<file path="config.mk">
export PLATFORM = sky130hd
export DESIGN_NAME = irq_ctrl
export DESIGN_NICKNAME = d
export VERILOG_FILES = /design/src/rtl/irq_ctrl_pkg.sv /design/src/rtl/irq_src_qual.sv /design/src/rtl/irq_pick.sv /design/src/rtl/irq_level_stack.sv /design/src/rtl/irq_ctrl.sv
export SDC_FILE = /design/constraint.sdc
export NUM_CORES = 1
export LEC_CHECK = 0
export BUFFER_PORTS_ARGS = -buffer_cell sky130_fd_sc_hd__buf_2
export CAP_MARGIN = 25
export CORE_MARGIN = 1
export CORE_UTILIZATION = 41
export DETAILED_ROUTE_END_ITERATION = 10
export GPL_ROUTABILITY_DRIVEN = 0
export PLACE_DENSITY_LB_ADDON = 0.3
export SLEW_MARGIN = 20
export SYNTH_ARGS = -nofsm -noshare
export SYNTH_HDL_FRONTEND = slang
export SYNTH_SLANG_ARGS = --single-unit
</file>
<file path="constraint.sdc">
create_clock -name clk -period 1.1 [get_ports clk]
set_clock_uncertainty 0.2 [all_clocks]
set_input_delay 0.165 -clock clk [delete_from_list [all_inputs] [get_ports clk]]
set_output_delay 0.165 -clock clk [all_outputs]
set_load 0.02 [all_outputs]
</file>
<file path="src/rtl/irq_ctrl_pkg.sv">
package irq_ctrl_pkg;
  localparam int LVL_W   = 2;
  localparam int NUM_LVL = 1 << LVL_W;

  typedef logic [LVL_W-1:0]   lvl_t;
  typedef logic [NUM_LVL-1:0] lvl_mask_t;

  // highest set bit of an in-progress mask
  function automatic lvl_t top_level(input lvl_mask_t m);
    lvl_t t;
    t = '0;
    for (int i = 0; i < NUM_LVL; i++) begin
      if (m[i]) t = lvl_t'(i);
    end
    return t;
  endfunction
endpackage

</file>
<file path="src/rtl/irq_src_qual.sv">
module irq_src_qual
  import irq_ctrl_pkg::*;
#(
  parameter int NUM_SRC = 6
) (
  input  logic [NUM_SRC-1:0]       pend,
  input  logic [NUM_SRC-1:0]       en_mask,
  input  logic                     glob_en,
  input  logic [NUM_SRC-1:0]       prio_hi,
  input  logic [NUM_SRC-1:0]       prio_lo,
  output logic [NUM_SRC-1:0]       elig,
  output logic [NUM_SRC-1:0][LVL_W-1:0] lvl
);
  for (genvar g = 0; g < NUM_SRC; g++) begin : g_src
    assign elig[g] = pend[g] & en_mask[g] & glob_en;
    assign lvl[g]  = {prio_hi[g], prio_lo[g]};
  end
endmodule

</file>
<file path="src/rtl/irq_pick.sv">
module irq_pick
  import irq_ctrl_pkg::*;
#(
  parameter int NUM_SRC = 6,
  localparam int IDX_W  = $clog2(NUM_SRC)
) (
  input  logic [NUM_SRC-1:0]            elig,
  input  logic [NUM_SRC-1:0][LVL_W-1:0] lvl,
  output logic                          found,
  output logic [IDX_W-1:0]              win_idx,
  output lvl_t                          win_lvl
);
  // strict compare keeps the lower index on ties
  always_comb begin
    found   = 1'b0;
    win_idx = '0;
    win_lvl = '0;
    for (int i = 0; i < NUM_SRC; i++) begin
      if (elig[i] && (!found || (lvl[i] > win_lvl))) begin
        found   = 1'b1;
        win_idx = IDX_W'(i);
        win_lvl = lvl[i];
      end
    end
  end
endmodule

</file>
<file path="src/rtl/irq_level_stack.sv">
module irq_level_stack
  import irq_ctrl_pkg::*;
(
  input  logic      clk,
  input  logic      rst_n,
  input  logic      push,
  input  lvl_t      push_lvl,
  input  logic      pop,
  output lvl_mask_t mask,
  output logic      busy,
  output lvl_t      top_lvl
);
  lvl_mask_t mask_q, mask_d;

  always_comb begin
    logic cleared;
    mask_d  = mask_q;
    cleared = 1'b0;
    if (pop) begin
      for (int i = NUM_LVL - 1; i >= 0; i--) begin
        if (!cleared && mask_q[i]) begin
          mask_d[i] = 1'b0;
          cleared   = 1'b1;
        end
      end
    end
    if (push) mask_d[push_lvl] = 1'b1;
  end

  always_ff @(posedge clk or negedge rst_n) begin
    if (!rst_n)             mask_q <= '0;
    else if (push || pop)   mask_q <= mask_d;
  end

  assign mask    = mask_q;
  assign busy    = |mask_q;
  assign top_lvl = top_level(mask_q);

  AST_PUSH_MARKS: assert property (@(posedge clk) disable iff (!rst_n)
    push |=> mask_q[$past(push_lvl)]);
  AST_POP_ONE_LEVEL: assert property (@(posedge clk) disable iff (!rst_n)
    (pop && !push && (mask_q != '0)) |=> ($countones(mask_q) == $countones($past(mask_q)) - 1));
  AST_HOLD_IDLE: assert property (@(posedge clk) disable iff (!rst_n)
    (!pop && !push) |=> $stable(mask_q));
endmodule

</file>
<file path="src/rtl/irq_ctrl.sv">
module irq_ctrl
  import irq_ctrl_pkg::*;
#(
  parameter int NUM_SRC     = 6,
  parameter int ADDR_W      = 16,
  parameter int VEC_BASE    = 3,
  parameter int VEC_STEP    = 8,
  parameter int CALL_CYCLES = 2,
  parameter logic [NUM_SRC-1:0] NO_ACK_MASK = 6'b010000
) (
  input  logic               clk,
  input  logic               rst_n,
  input  logic               cycle_en,
  input  logic [NUM_SRC-1:0] pend,
  input  logic [NUM_SRC-1:0] en_mask,
  input  logic               glob_en,
  input  logic [NUM_SRC-1:0] prio_hi,
  input  logic [NUM_SRC-1:0] prio_lo,
  input  logic               last_cycle,
  input  logic               blk_instr,
  input  logic               reti,
  output logic               vec_req,
  output logic [ADDR_W-1:0]  vec_addr,
  output logic [LVL_W-1:0]   vec_level,
  output logic [NUM_SRC-1:0] src_ack
);
  localparam int IDX_W  = $clog2(NUM_SRC);
  localparam int HOLD_W = $clog2(CALL_CYCLES + 1);

  // reset: asynchronous assert, synchronous release
  logic [1:0] rst_sync_q;
  logic       rst_int_n;
  always_ff @(posedge clk or negedge rst_n) begin
    if (!rst_n) rst_sync_q <= 2'b00;
    else        rst_sync_q <= {rst_sync_q[0], 1'b1};
  end
  assign rst_int_n = rst_sync_q[1];

  logic [NUM_SRC-1:0]            elig;
  logic [NUM_SRC-1:0][LVL_W-1:0] lvl;
  logic                          win_found;
  logic [IDX_W-1:0]              win_idx;
  lvl_t                          win_lvl;
  lvl_mask_t                     stk_mask;
  logic                          stk_busy;
  lvl_t                          stk_top;

  irq_src_qual #(.NUM_SRC(NUM_SRC)) u_qual (
    .pend(pend), .en_mask(en_mask), .glob_en(glob_en),
    .prio_hi(prio_hi), .prio_lo(prio_lo), .elig(elig), .lvl(lvl)
  );

  irq_pick #(.NUM_SRC(NUM_SRC)) u_pick (
    .elig(elig), .lvl(lvl), .found(win_found), .win_idx(win_idx), .win_lvl(win_lvl)
  );

  logic hold_free, may_preempt, slot_ok, accept, pop;
  logic [HOLD_W-1:0] hold_q, hold_d;

  assign hold_free   = (hold_q == '0);
  assign may_preempt = !stk_busy || (win_lvl > stk_top);
  assign slot_ok     = cycle_en && last_cycle && !blk_instr && !reti;
  assign accept      = slot_ok && hold_free && win_found && may_preempt;
  assign pop         = cycle_en && reti;

  irq_level_stack u_stack (
    .clk(clk), .rst_n(rst_int_n), .push(accept), .push_lvl(win_lvl), .pop(pop),
    .mask(stk_mask), .busy(stk_busy), .top_lvl(stk_top)
  );

  // call-hold counter
  always_comb begin
    hold_d = hold_q;
    if (accept)                    hold_d = HOLD_W'(CALL_CYCLES);
    else if (cycle_en && !hold_free) hold_d = hold_q - 1'b1;
  end

  always_ff @(posedge clk or negedge rst_int_n) begin
    if (!rst_int_n) hold_q <= '0;
    else            hold_q <= hold_d;
  end

  // output stage
  logic               req_d;
  logic [ADDR_W-1:0]  addr_d;
  lvl_t               lvl_d;
  logic [NUM_SRC-1:0] ack_d;

  always_comb begin
    req_d  = accept;
    addr_d = vec_addr;
    lvl_d  = vec_level;
    ack_d  = '0;
    if (accept) begin
      addr_d         = ADDR_W'(VEC_BASE) + ADDR_W'(win_idx) * ADDR_W'(VEC_STEP);
      lvl_d          = win_lvl;
      ack_d[win_idx] = 1'b1;
      ack_d          = ack_d & ~NO_ACK_MASK;
    end
  end

  always_ff @(posedge clk or negedge rst_int_n) begin
    if (!rst_int_n) begin
      vec_req   <= 1'b0;
      vec_addr  <= '0;
      vec_level <= '0;
      src_ack   <= '0;
    end else begin
      vec_req   <= req_d;
      src_ack   <= ack_d;
      if (accept) begin
        vec_addr  <= addr_d;
        vec_level <= lvl_d;
      end
    end
  end

  AST_ACK_ONEHOT: assert property (@(posedge clk) disable iff (!rst_int_n)
    $onehot0(src_ack));
  AST_ACK_WITH_REQ: assert property (@(posedge clk) disable iff (!rst_int_n)
    (src_ack != '0) |-> vec_req);
  AST_REQ_SLOT: assert property (@(posedge clk) disable iff (!rst_int_n)
    vec_req |-> $past(cycle_en && last_cycle && !blk_instr && !reti));
  AST_PREEMPT_HIGHER: assert property (@(posedge clk) disable iff (!rst_int_n)
    vec_req |-> (($past(stk_mask) == '0) || (vec_level > top_level($past(stk_mask)))));
  AST_LEVEL_MARKED: assert property (@(posedge clk) disable iff (!rst_int_n)
    vec_req |-> stk_mask[vec_level]);
  AST_CALL_GAP: assert property (@(posedge clk) disable iff (!rst_int_n)
    vec_req |=> !vec_req);
endmodule

</file>
# Word level (Yosys, flattened, before mapping)
# Index checks and enable logic that the tools add are counted.
dict set report word_totals {
  ff_bits 33
  input_bits 31
  output_inout_bits 25
  word_cells 110
}
dict set report classes {
  add_sub_neg 2
  order_cmp 10
  n_mux 38
  bitwise_logic 13
  reduce_logical 40
}
# op count
set op_table {}
lappend op_table {{$mux 2} 12}
lappend op_table {{$mux 1} 19}
lappend op_table {{$logic_and 1x1->1} 18}
lappend op_table {{$and 1x1->1} 12}
lappend op_table {{$gt 2x2->1} 6}
lappend op_table {{$logic_not 1->1} 12}
lappend op_table {{$mux 4} 2}
lappend op_table {{$add 2x6->7 const A} 1}
lappend op_table {{$logic_or 1x1->1} 7}
lappend op_table {{$mux 3} 2}
lappend op_table {{$mux 6} 1}
lappend op_table {{$lt 3x4->1 const B} 1}
lappend op_table {{$or 4x4->4} 1}
lappend op_table {{$reduce_or 4->1} 1}
lappend op_table {{$demux 1 s3} 1}
lappend op_table {{$ge 3x1->1 const B} 1}
lappend op_table {{$lt 2x3->1 const B} 1}
lappend op_table {{$demux 1 s2} 1}
lappend op_table {{$ge 2x1->1 const B} 1}
lappend op_table {{$logic_not 2->1} 1}
lappend op_table {{$reduce_bool 2->1} 1}
lappend op_table {{$sub 2x1->2 const B} 1}

# Longest topological paths before layout
dict set report logic_depth {
  ltp_word 29
  ltp_mapped 43
  ltp_nobuf 42
}

# By module
# From an unflattened synthesis, not the netlist that was laid out.
dict set report unflattened {
  hier_cells 177
  hier_area_um2 1679.1
}
# mod instances cells_per_inst area_each_um2 seq_area_each_um2
set by_module_without_submodules {}
lappend by_module_without_submodules {irq_ctrl 1 65 814.5 400.4}
lappend by_module_without_submodules {irq_pick 1 73 539.3 0.0}
lappend by_module_without_submodules {irq_level_stack 1 21 197.7 100.1}
lappend by_module_without_submodules {irq_src_qual 1 18 127.6 0.0}

# Worst setup path before layout
# Ideal clock, no wire load.
dict set report synth_path {
  path_type {input-to-reg}
  startpoint {in glob_en}
  endpoint {reg u_stack.mask_q[2] (netlist: u_stack.mask[2])}
  setup_ps 77
  arrival_ps 7695
  path_slack_ps -6871
  cell_stages 40
  cell_sequence {buf_4 and3_1 nand2_1 ha_1 nor2b_1 o21ai_1 o21a_1 a22oi_1 ha_1 nor2b_1 a2bb2oi_1 o2111a_1 a221oi_1 or2_2 ha_1 nor2b_1 o21ai_0 a21oi_1 [... 4 more ...] o2111ai_2 nor2_1 a21o_1 ha_1 nor2b_1 a2bb2oi_1 o2111ai_4 mux2_4 a31oi_4 inv_1 ha_1 nand2_1 o21ai_0 a221oi_2 nand2_1 or2_2 o21ba_1 o21ai_1}
}
dict set report synth_via {
  elab_chain_cells 28
}
# item line
set synth_lines {}
lappend synth_lines {{start: declaration} irq_ctrl.sv:16} ;# input logic glob_en,
lappend synth_lines {{$and 1x1->1} irq_src_qual.sv:15} ;# assign elig[g] = pend[g] & en_mask[g] & glob_en;
lappend synth_lines {{$mux 2 / $mux 1 (equally long branches)} irq_pick.sv:19} ;# if (elig[i] && (!found || (lvl[i] > win_lvl))) begin
lappend synth_lines {{$gt 2x2->1 / $logic_not 1->1 (equally long branches)} irq_pick.sv:19}
lappend synth_lines {{$logic_or 1x1->1} irq_pick.sv:19}
lappend synth_lines {{$logic_and 1x1->1} irq_pick.sv:19}
lappend synth_lines {{$mux 2 / $mux 1 (equally long branches)} irq_pick.sv:19}
lappend synth_lines {{$gt 2x2->1 / $logic_not 1->1 (equally long branches)} irq_pick.sv:19}
lappend synth_lines {{$logic_or 1x1->1} irq_pick.sv:19}
lappend synth_lines {{[... 12 more ...]} --}
lappend synth_lines {{$logic_and 1x1->1} irq_pick.sv:19}
lappend synth_lines {{$mux 2} irq_pick.sv:19}
lappend synth_lines {{$lt 2x3->1 (not written as such) / $ge 2x1->1 (equally long branches)} irq_level_stack.sv:27} ;# if (push) mask_d[push_lvl] = 1'b1;
lappend synth_lines {{$logic_and 1x1->1 (not written as such)} irq_level_stack.sv:27}
lappend synth_lines {{$mux 1 (not written as such)} irq_level_stack.sv:27}
lappend synth_lines {{$demux 1 s2} --}
lappend synth_lines {{$or 4x4->4 (no source line)} --}
lappend synth_lines {{$mux 4} irq_level_stack.sv:27}
lappend synth_lines {{end signal: assignment} irq_level_stack.sv:32} ;# else if (push || pop) mask_q <= mask_d;
lappend synth_lines {{end: declaration} irq_level_stack.sv:13} ;# lvl_mask_t mask_q, mask_d;
# Parallel ways exist; a longest one is shown, timed or not.
# A chain may end at the register's enable or synchronous reset.

# Worst setup path after layout
dict set report layout_path {
  startpoint {in glob_en}
  endpoint {reg u_stack.mask_q[0] (netlist: u_stack.mask[0])}
}
# The elaborated chain is that of the path after synthesis.

==> summary.md <==
| Metric | Value |
|---|---|
| Detailed-route DRC error count | 0 |
| Core area | ~3500 um^2 |
| Pins Over Slew Limit | 0 |
| Vias | 1863 |
| H-tree depth | 1 |
| Worst setup SP type | input pin |
| # IOs | 56 |
| Maximum VDD drop | 1.37 mV |
| Area post-placement | 2160 um^2 |
| Final wirelength | 6410 um |
| Yosys warns | 0 |
| Synthesized area | 1530 um^2 |
| Hold_buf cts | 1 |
| GRT Util Overall | between 20% and 30% |
| Area grow syn2layout | 97.1% |
| Setup CP Type | in -> reg |
| CP Data Arrival Time | 7530 ps |
| Yosys reg bits | 20 |
| Final HPWL DP | slightly below 3000 um |
| Initial antenna violation count | 0 |
| Final net count | between 300 and 400 |
| CTS max path bufs | 2 |
| Initial Util | between 40 and 50% |
| PortBufs | 43 |
| Path depth of the worst reg2reg path | 11 |
| Worst-path maximum fanout | 4 |
| Peak Freq | 132 MHz |
| Largest cells by area after synthesis | dfrtp_1, ha_1, buf_4, nand2_1, nor2_1 |
| Most frequent cells in the layout | buf_4, buf_2, buf_6, dfrtp_1, nand2_1 |
| Clk_lat worst skew | 270 ps |
| Max incr delay on CP | 370 ps |
| Fin crit share | 687% |
| CP Capture Type | register |
| Post-synthesis cell type count | 47 |
| CTS tree | yes |
| Clock Sinks | 20 |
| Die Y | 63.1 um |
| R2R Path End | u_stack.mask[3] |
| Die area | 3980 um^2 |
| DR vias/cell | 5.28 |
| Top cell type's share of synthesized area | 32.7% |
| CTS root buffer | clkbuf_8 |
| Final setup violation count | 31 |
| Max-cap viol count | 0 |
| Hold WC Path Type | reg -> async |
| Vias in the first global route | 1791 |
| Most frequently used flop master after synthesis | dfrtp_1 |
| Num rows | 21 |
| Drt first pass iters | 4 |
| Hold Slack | -90.1 ps |
| Worst slack, placed | -6760 ps |
| Most common cell after layout, fill and taps aside | buf_4 |
| Crit Reg-Reg Startpoint | u_stack.mask[3] |
| Pleak | 1.57 nW |
| Synth Area per Inst | 9.06 um^2 |
| Slowest CP cell | o31a_4 |
| DP Cell Count | 302 |
| Pwr dens | 1200 nW/um^2 |
| Grt total ovfl | 0 |
| Initial DRC Count | 97 |
| Reg-to-reg setup timing slack | -1420 ps |
| Cts bufs inserted | 3 |
| Final hold violations | 5 |
| Ant. Diodes | 0 |
| Sequential element share of the synthesized area | 32.7% |
| Failing checks | negative hold slack, negative setup slack |
| Die W | 63.1 um |
| PnR worst setup slack | -6460 ps |
| Routed Antenna Nets | 0 |
| RSZ-0062 raised after global routing | yes |
| Routed wire length per instance | 18.2 um |
| Cells after Synth | 169 |
| Clk pin slew, worst setup/hold paths | roughly 80 ps |
| Largest net degree at the start of global routing | 14 |
| Leading area contributor after synthesis | dfrtp_1 |
| Non-Filler Instances | 353 |
| Most frequent CP cell | nor2b_4 |
| FFs w/ async S/R, synth | 100% |
| WP data required | 1080 ps |
| Status | finished, violations left |
| Share of layout cells above drive strength 1 | 66.8% |
| First-pass GRT wire length | 8450 um |
| Final Cell Area | about 3000 um^2 |
| Min Tclk post-route | 7560 ps |
| Number of synthesized flops with an enable pin | 0 |
cell type report:
class	count	area (um^2)
fillers	171	450
flip-flops and latches	20	500
clock buffers	3	41.3
inverters	14	52.6
repair buffers	138	1080
well taps	46	57.6
multi-input cells	131	1250
clock inverters	1	30.0
per-stage QoR:
| step | util, % | setup TNS (ps) | power [W] |
|---|---|---|---|
| after global routing | 87.0 | -118450 | 0.00379 |
| after CTS | 81.3 | -105800 | 0.00326 |
| after detailed placement | 62.4 | -118590 | 0.00211 |
| after floorplan | - | -118590 | 0.00171 |
| after global placement | 62.4 | -115520 | 0.00208 |
| final | 87.0 | -113390 | 0.00363 |
registers in the layout (all words and copies together), names as in the netlist:
name,cells
u_stack.mask,4
vec_level,2
hold_q,2
vec_addr,4
src_ack,5
vec_req,1
rst_sync_q,2
critical path: cells and delay by family:
kind | cells | cell delay [ps]
adder cells (fa/ha/maj) | 6 | 1330
multiplexers | 1 | 340
AO/OA/AOI/OAI | 19 | 3440
buffers and inverters | 7 | 790
AND/OR/NAND/NOR | 11 | 1450
where the power goes:
group          internal, W  switching [W]
sequential        0.000877       0.000126
clock             0.000486       0.000272
combinational     0.000999       0.000872
total              0.00236        0.00127
routing by layer:
layer,up-vias,track usage (%),part of all wire [%]
met3,37,5.07,5.5
met5,-,0,0
met4,0,11.0,6.2
met1,877,30.3,36
li1,851,-,-
met2,98,52.0,52
synthesized netlist by cell type (2+ instances only):
cell / number
or2_2: 3
a21o_1: 4
conb_1: 2
inv_1: 13
o21ai_1: 2
o21ai_0: 7
and3_1: 3
o2111ai_1: 2
nor2b_1: 7
a2bb2oi_1: 3
ha_1: 13
dfrtp_1: 20
nor2_1: 16
and2_1: 2
a221oi_1: 2
nand3_1: 4
a22o_1: 4
buf_4: 14
a21oi_1: 3
nand2_1: 18
worst max path at each step:
stage / start / end / depth (start not counted)
2_1_floorplan: glob_en / u_stack.mask[2] / 40
5_1_grt: en_mask[0] / u_stack.mask[0] / 44
4_1_cts: en_mask[0] / u_stack.mask[2] / 42
6_report: glob_en / u_stack.mask[0] / 44
3_3_place_gp: glob_en / u_stack.mask[2] / 41
3_5_place_dp: pend[0] / u_stack.mask[1] / 41
logic make-up after synthesis:
| family | synth area share, % |
|---|---|
| multiplexers | 2.37 |
| adder cells (fa/ha/maj) | 10.6 |
| XOR/XNOR | 0.572 |
| AO/OA/AOI/OAI | 24.3 |
| AND/OR/NAND/NOR | 18.4 |
| flip-flops | 32.7 |
| buffers and inverters | 10.5 |
| other | 0.490 |
what timing repair did:
item / in CTS / in global routing
endpoints found under the hold margin: 7 / 5
pin swaps: 35 / 8
buffers inserted: 38 / 12
resized for setup: 74 / 27
setup endpoints to repair: 31 / 31
Power figures use the tool's default switching activity.
